$ cat src/rtl/mash_pkg.sv
// Shared constants for the cascaded fractional modulator.
// Assumes: exactly three cascaded stages; the cancel network is written for three.
package mash_pkg;
    localparam int ACC_W_DEF   = 15;  // accumulator width
    localparam int RATIO_W_DEF = 7;   // divider word width
    localparam int OFS_W_DEF   = 4;   // signed offset width (-8..7 holds -3..+4)
    localparam int RATIO_MIN_DEF = 64;
    localparam int RATIO_MAX_DEF = 127;
    localparam int NSTG        = 3;   // cascade order
endpackage

$ cat src/rtl/mash_acc_chain.sv
// Three cascaded first-order accumulators.
// Stage 0 adds the fractional word; stage g adds stage g-1's new residue in the
// same cycle. Carries are combinational from the current state and inputs.
// Assumes: synchronous active-low reset, one update per divided clock.
module mash_acc_chain
    import mash_pkg::*;
#(
    parameter int ACC_W = ACC_W_DEF
) (
    input  logic             clk_i,
    input  logic             rst_n_i,
    input  logic [ACC_W-1:0] frac_i,
    output logic [NSTG-1:0]  carry_o
);
    logic [ACC_W-1:0] acc_q [NSTG];
    logic [ACC_W:0]   sum   [NSTG];

    for (genvar g = 0; g < NSTG; g++) begin : g_stage
        // Purpose: add this stage's input into its residue, one bit wider for the carry.
        if (g == 0) begin : g_first
            assign sum[g] = {1'b0, acc_q[g]} + {1'b0, frac_i};
        end else begin : g_next
            assign sum[g] = {1'b0, acc_q[g]} + {1'b0, sum[g-1][ACC_W-1:0]};
        end

        assign carry_o[g] = sum[g][ACC_W];

        // Purpose: keep the residue modulo 2^ACC_W.
        always_ff @(posedge clk_i) begin
            if (!rst_n_i) acc_q[g] <= '0;
            else          acc_q[g] <= sum[g][ACC_W-1:0];
        end
    end
endmodule

$ cat src/rtl/mash_cancel.sv
// Noise-cancelling combiner: dN = c1 + (1-z^-1)c2 + (1-z^-1)^2 c3.
// Keeps one old copy of c2 and two old copies of c3.
// Assumes: carry_i[0] is the first stage; the result spans -3..+4.
module mash_cancel
    import mash_pkg::*;
#(
    parameter int OFS_W = OFS_W_DEF
) (
    input  logic                    clk_i,
    input  logic                    rst_n_i,
    input  logic [NSTG-1:0]         carry_i,
    output logic signed [OFS_W-1:0] ofs_o
);
    logic c2_d, c3_d, c3_dd;
    logic signed [OFS_W-1:0] t1, t2, t2d, t3, t3d, t3dd;

    // Purpose: delay line for the differenced carries.
    always_ff @(posedge clk_i) begin
        if (!rst_n_i) begin
            c2_d  <= 1'b0;
            c3_d  <= 1'b0;
            c3_dd <= 1'b0;
        end else begin
            c2_d  <= carry_i[1];
            c3_d  <= carry_i[2];
            c3_dd <= c3_d;
        end
    end

    // Purpose: widen the single-bit terms and sum them as signed values.
    always_comb begin
        t1    = OFS_W'(carry_i[0]);
        t2    = OFS_W'(carry_i[1]);
        t2d   = OFS_W'(c2_d);
        t3    = OFS_W'(carry_i[2]);
        t3d   = OFS_W'(c3_d);
        t3dd  = OFS_W'(c3_dd);
        ofs_o = t1 + (t2 - t2d) + (t3 - (t3d <<< 1) + t3dd);
    end
endmodule

$ cat src/rtl/mash_ratio_out.sv
// Adds the signed offset to the base ratio, limits it to the divider's range,
// and registers both the ratio and the offset.
// Assumes: RATIO_MIN <= RATIO_MAX < 2^RATIO_W.
module mash_ratio_out #(
    parameter int RATIO_W   = 7,
    parameter int OFS_W     = 4,
    parameter int RATIO_MIN = 64,
    parameter int RATIO_MAX = 127
) (
    input  logic                      clk_i,
    input  logic                      rst_n_i,
    input  logic [RATIO_W-1:0]        base_i,
    input  logic signed [OFS_W-1:0]   ofs_i,
    output logic [RATIO_W-1:0]        ratio_o,
    output logic signed [OFS_W-1:0]   ofs_o
);
    localparam int SUM_W = RATIO_W + 2;
    localparam logic signed [SUM_W-1:0] LO = SUM_W'(RATIO_MIN);
    localparam logic signed [SUM_W-1:0] HI = SUM_W'(RATIO_MAX);

    logic signed [SUM_W-1:0] sum;
    logic [RATIO_W-1:0]      lim;

    // Purpose: signed sum of base and offset, then limit to the legal window.
    always_comb begin
        sum = $signed(SUM_W'(base_i)) + SUM_W'(ofs_i);
        if (sum < LO)      lim = RATIO_W'(RATIO_MIN);
        else if (sum > HI) lim = RATIO_W'(RATIO_MAX);
        else               lim = sum[RATIO_W-1:0];
    end

    // Purpose: present one ratio per divided clock edge.
    always_ff @(posedge clk_i) begin
        if (!rst_n_i) begin
            ratio_o <= RATIO_W'(RATIO_MIN);
            ofs_o   <= '0;
        end else begin
            ratio_o <= lim;
            ofs_o   <= ofs_i;
        end
    end
endmodule

$ cat src/rtl/mash3_frac_mod.sv
// Top of the third-order cascaded fractional ratio modulator.
// Runs on the divided clock; outputs are registered, one edge after the state they reflect.
// Assumes: frac_i and base_i are stable around each rising edge.
module mash3_frac_mod
    import mash_pkg::*;
#(
    parameter int ACC_W     = ACC_W_DEF,
    parameter int RATIO_W   = RATIO_W_DEF,
    parameter int OFS_W     = OFS_W_DEF,
    parameter int RATIO_MIN = RATIO_MIN_DEF,
    parameter int RATIO_MAX = RATIO_MAX_DEF
) (
    input  logic                    clk_div_i,
    input  logic                    rst_n_i,
    input  logic [ACC_W-1:0]        frac_i,
    input  logic [RATIO_W-1:0]      base_i,
    output logic [RATIO_W-1:0]      ratio_o,
    output logic signed [OFS_W-1:0] ofs_o
);
    logic [NSTG-1:0]         carry;
    logic signed [OFS_W-1:0] dn_comb;

    mash_acc_chain #(.ACC_W(ACC_W)) u_chain (
        .clk_i   (clk_div_i),
        .rst_n_i (rst_n_i),
        .frac_i  (frac_i),
        .carry_o (carry)
    );

    mash_cancel #(.OFS_W(OFS_W)) u_cancel (
        .clk_i   (clk_div_i),
        .rst_n_i (rst_n_i),
        .carry_i (carry),
        .ofs_o   (dn_comb)
    );

    mash_ratio_out #(
        .RATIO_W(RATIO_W), .OFS_W(OFS_W),
        .RATIO_MIN(RATIO_MIN), .RATIO_MAX(RATIO_MAX)
    ) u_out (
        .clk_i   (clk_div_i),
        .rst_n_i (rst_n_i),
        .base_i  (base_i),
        .ofs_i   (dn_comb),
        .ratio_o (ratio_o),
        .ofs_o   (ofs_o)
    );
endmodule

$ cat config.mk
export PLATFORM = sky130hd
export DESIGN_NAME = mash3_frac_mod
export DESIGN_NICKNAME = d
export VERILOG_FILES = /design/src/rtl/mash_pkg.sv /design/src/rtl/mash_acc_chain.sv /design/src/rtl/mash_cancel.sv /design/src/rtl/mash_ratio_out.sv /design/src/rtl/mash3_frac_mod.sv
export SDC_FILE = /design/constraint.sdc
export NUM_CORES = 1
export LEC_CHECK = 0
export BUFFER_PORTS_ARGS = -buffer_cell sky130_fd_sc_hd__buf_2
export CORE_MARGIN = 5
export CORE_UTILIZATION = 45
export CTS_BUF_LIST = sky130_fd_sc_hd__clkbuf_8 sky130_fd_sc_hd__clkbuf_16
export CTS_CLUSTER_SIZE = 10
export DETAILED_ROUTE_END_ITERATION = 10
export HOLD_SLACK_MARGIN = 0.05
export PLACE_DENSITY = 0.72
export SYNTH_ARGS = -nofsm -noshare
export SYNTH_HDL_FRONTEND = slang
export SYNTH_SLANG_ARGS = --single-unit
$ cat constraint.sdc
create_clock -name clk_div_i -period 15.4 [get_ports clk_div_i]
set_clock_uncertainty 0.1 [all_clocks]
set_input_delay 0.77 -clock clk_div_i [delete_from_list [all_inputs] [get_ports clk_div_i]]
set_output_delay 0.77 -clock clk_div_i [all_outputs]
set_load 0.05 [all_outputs]
# Yosys cells after proc, flatten, opt, wreduce, memory -nomap -nowiden
# Memory sizes are Yosys's and may differ from the RTL's.
# Index checks and enable logic that the tools add are counted.
# op_classes
add_sub_neg,9
order_cmp,2
muxes,6
n_bitwise,4
reduce_logical,2
# op_table
op,count
15-bit by 15-bit adder with 16-bit output,3
15-bit 2-to-1 mux,3
8-bit by 4-bit adder with 9-bit output,1
9-bit by 8-bit greater-than comparator with 1-bit output (second input constant),1
9-bit by 8-bit less-than comparator with 1-bit output (second input constant),1
6-bit 2-to-1 mux,1
2-bit by 4-bit adder with 4-bit output,1
4-bit by 2-bit adder with 4-bit output,1
4-bit adder,1
1-bit bitwise OR,3
3-bit OR reduction,1
1-bit by 2-bit subtractor with 3-bit output,1
1-bit 2-to-1 mux,2
2-bit OR reduction,1
1-bit by 1-bit subtractor with 2-bit output,1
1-bit NOT,1
# totals
register_bits,14
ram_bits,45
input_bits,24
out_inout_bits,11
wordCells,30
n_memories,1
# mem_list
name,depth,width,rd,rd_ports_with_merged_regs,write_ports,line_no,rtl
u_chain.acc_q,3,15,3,0,3,mash_acc_chain.sv:15,logic [ACC_W-1:0] acc_q [NSTG];

# Logic depth before layout (Yosys ltp)
# An unclocked memory read counts as a cell.
# logic_depth
word_depth,10
ltp_mapped,31

# By module
# Synthesis repeated with hierarchy kept, for this count alone.
# unflattened
hier_cells,463
area_unflattened_um2,4241.6
# by_module_without_submodules
module,instances,cells_per_inst,area_each_um2
mash_acc_chain,1,377,3388.2
mash_ratio_out,1,65,625.6
mash_cancel,1,21,227.7

# Least setup slack after synthesis
# No wires, ideal clock.
# synth_path
path_kind,input -> register
startpoint,input port frac_i[0]
endpoint,register u_out.ratio_o[0]
setup_ns,0.059
arrival_ns,7.374
required_ns,15.241
setup_slack_ns,7.867
stages,27
n_path_buf,1
cell_sequence,ha_1 fa_1 a211o_1 a211oi_2 a2bb2oi_1 a221oi_2 xnor2_1 ha_1 clkbuf_1 nor2b_1 a221oi_1 nand3_1 ha_1 a21oi_1 inv_1 a2111oi_0 nor2_1 fa_1 ha_1 fa_1 fa_1 a21o_1 nand4_1 a31oi_1 o21a_1 nor3_1 o21a_1
# synth_lines
item,line_no,rtl
"start, declared",mash3_frac_mod.sv:15,"input logic [ACC_W-1:0] frac_i,"
"end signal, assigned",mash_ratio_out.sv:35,ratio_o <= RATIO_W'(RATIO_MIN);
"end signal, assigned",mash_ratio_out.sv:38,ratio_o <= lim;
"end, declared",mash_ratio_out.sv:14,"output logic [RATIO_W-1:0] ratio_o,"

==> run_results.csv <==
group,metric,value,unit
status,status,"finished clean",
sta,post-route-min-period,7868,ps
sta,setup_viol,0,
synthesis,syn_area,4133,um^2
placement,dp_hpwl,6420,um
sta,worst_pin_slew,527.7,ps
synthesis,synthCells,465,
final_layout,antenna_cells,0,
placement,place.gp.congestion,0.8482,
synthesis,syn_nets,556,
cts,cts_root_buf,"clkbuf_8",
setup_path,cpMaxStageDelayCell,"a2111oi_0",
floorplan,rows,35,
synthesis,ys.flop_type,"dfxtp_1",
synthesis,yosys.cell_types.count,53,
placement,place_ws,7196,ps
cts,clk_pin_slew,60,ps
floorplan,initial_core_util,0.4537,
detailed_routing,dr.pass1.iters,4,
cts,post-cts-setup-buffer-count,0,
setup_path,setup.worst_path.end_class,"register",
final_layout,final_net_count,592,
global_route,grt-ovfl-total,0,
worst_hold_path,min_path_type,"register to register",
synthesis,avgSynthCellArea,8.888,um^2
final_layout,fin_area,4608,um^2
job,maxCapViolations,0,
global_route,grt_pass1_wl,14410,um
cts,cts_tree,"built",
final_layout,layout-drive-gt1-share,0.1131,
cts,cts_htree_levels,3,
floorplan,die_h,105.8,um
placement,postPlaceCellArea,4408,um^2
sta,grt_setup_unrepaired,"no",
cts,clock-sinks,59,
cts,ctsHoldBuffers,0,
detailed_routing,drt-total-wl,8262,um
setup_path,worstSetupPathType,"input pin to register",
final_layout,num-fill-cells,831,
sta,setup_tns,0,ps
detailed_routing,routedWlPerCell,13.43,um
synthesis,ys_seq_area_frac,0.2858,
setup_path,cp.required,15530,ps
setup_path,cp_max_fo,9,
global_route,antenna_found_initial,0,
synthesis,async_reset_ff_frac,0,
detailed_routing,first_iter_violations,147,
cts,numCtsBuffers,9,
floorplan,core_area,9109,um^2
cts,clkLatencyLatePin,340,ps
sta,layout_setup_ws,7532,ps
final_layout,regArea,1181,um^2
placement,numPortBuffers,34,
synthesis,yosysWarnings,0,
cts,cts.path.max_buffers,2,
global_route,grtUsageTotal,0.1554,
sta,min_period_over_period,0.5109,
final_layout,multi_input_area,2854,um^2
setup_path,crit_arrival,8000,ps
synthesis,synth_edf_count,0,
sta,relSlewSlack,0.6391,
floorplan,die_area,11200,um^2
global_route,first_global_vias,3347,
floorplan,dieWidth,105.8,um
setup_path,startpoint_type,"input pin",
setup_path,max_stage_delay,530,ps
sta,maxSlewViolCount,0,
detailed_routing,drc,0,
sta,hold_viol,0,
detailed_routing,viasPerCell,5.502,
floorplan,ios,35,
cts,cts_resized,0,
setup_path,cp_common_cell,"ha_1",
synthesis,synth_seq_cells,59,
global_route,grt_max_degree,36,
detailed_routing,final_antenna_net_count,0,
sta,max_clock_freq,127.1,MHz
final_layout,area_growth,11.50,%
detailed_routing,num_vias,3384,
routing by layer:
layer | GRT usage | share of wire | up-vias
met1 | 0.1891 | 0.45 | 1558
met4 | 0.06198 | 0.019 | 0
met3 | 0.02511 | 0.040 | 18
met5 | 0 | 0 | -
met2 | 0.2723 | 0.49 | 76
li1 | - | - | 1732
registers in the layout, summed over array words and instances (netlist names):
name and flops:
u_out.ofs_o 4, u_cancel.c3_dd 1, u_out.ratio_o 7, u_cancel.c3_d 1, u_cancel.c2_d 1, u_chain.acc_q 45
kinds of logic after synthesis:
group	count (synthesis)	share of synthesized area
AOI/OAI and AO/OA	129	0.2180
DFF	59	0.2858
and+or+nand+nor	143	0.1723
muxes	3	0.007266
other	1	0.0009074
adders and majority gates	67	0.2137
buffers and inverters	26	0.02361
xor gates and xnor gates	37	0.07841
worst paths after layout:
kind                                     startpoint          endpoint  slack (ps)  cells after the start
worst min-delay path                  u_cancel.c3_d    u_cancel.c3_dd         370                      2
worst max-delay path                      frac_i[0]  u_out.ratio_o[2]        7530                     29
worst min register to register        u_cancel.c3_d    u_cancel.c3_dd         370                      2
worst max register to register  u_chain.acc_q[0][0]  u_out.ratio_o[2]        7770                     28
worst max-delay path, delay by kind of cell:
kind / cells / cell delay, ps
AOI/OAI and AO/OA: 12 / 3250
xor gates and xnor gates: 2 / 330
adders and majority gates: 7 / 2510
buffers and inverters: 3 / 430
muxes: 1 / 180
and+or+nand+nor: 4 / 530
per-stage QoR:
step	hold slack [ps]	instances	util
6_report	367.7	615	0.5059
5_1_grt	397.4	615	0.5059
4_1_cts	372.4	615	0.5059
3_5_place_dp	368.7	601	0.4839
3_3_place_gp	353.7	601	0.4839
2_1_floorplan	340.6	465	-
layout by cell type (no fill, tap or decap), types with 11 or more instances in the layout:
cell type | synthesis | final
xor2_1 | 14 | 14
xnor2_1 | 23 | 23
a21o_1 | 20 | 20
and2_1 | 29 | 29
o21ai_1 | 11 | 11
nor2_1 | 42 | 42
nand2_1 | 27 | 27
ha_1 | 61 | 61
inv_1 | 16 | 16
a21oi_1 | 31 | 31
nor3_1 | 13 | 13
buf_2 | 0 | 34
o21a_1 | 17 | 17
dfxtp_1 | 59 | 59
clkbuf_8 | 0 | 12
synthesized netlist by cell type, drive strengths merged, types with 11 or more instances:
cell | n | share of area
a211oi | 11 | 0.021
a21o | 20 | 0.036
a21oi | 31 | 0.038
and2 | 29 | 0.044
dfxtp | 59 | 0.29
ha | 61 | 0.18
inv | 17 | 0.015
nand2 | 27 | 0.025
nor2 | 43 | 0.040
nor3 | 13 | 0.016
o21a | 17 | 0.031
o21ai | 20 | 0.024
xnor2 | 23 | 0.049
xor2 | 14 | 0.030
area by class of cell:
cell class | instances | area share
well taps | 111 | 0.03014
multi-input cells | 380 | 0.6193
inverters | 17 | 0.01385
flip-flops and latches | 59 | 0.2563
clock buffers | 12 | 0.03584
repair buffers | 34 | 0.03693
clock inverters | 2 | 0.007602
Power is left out: the tool's default activity adds up to more than one toggle a clock period on the data nets, which glitch-free logic cannot reach.
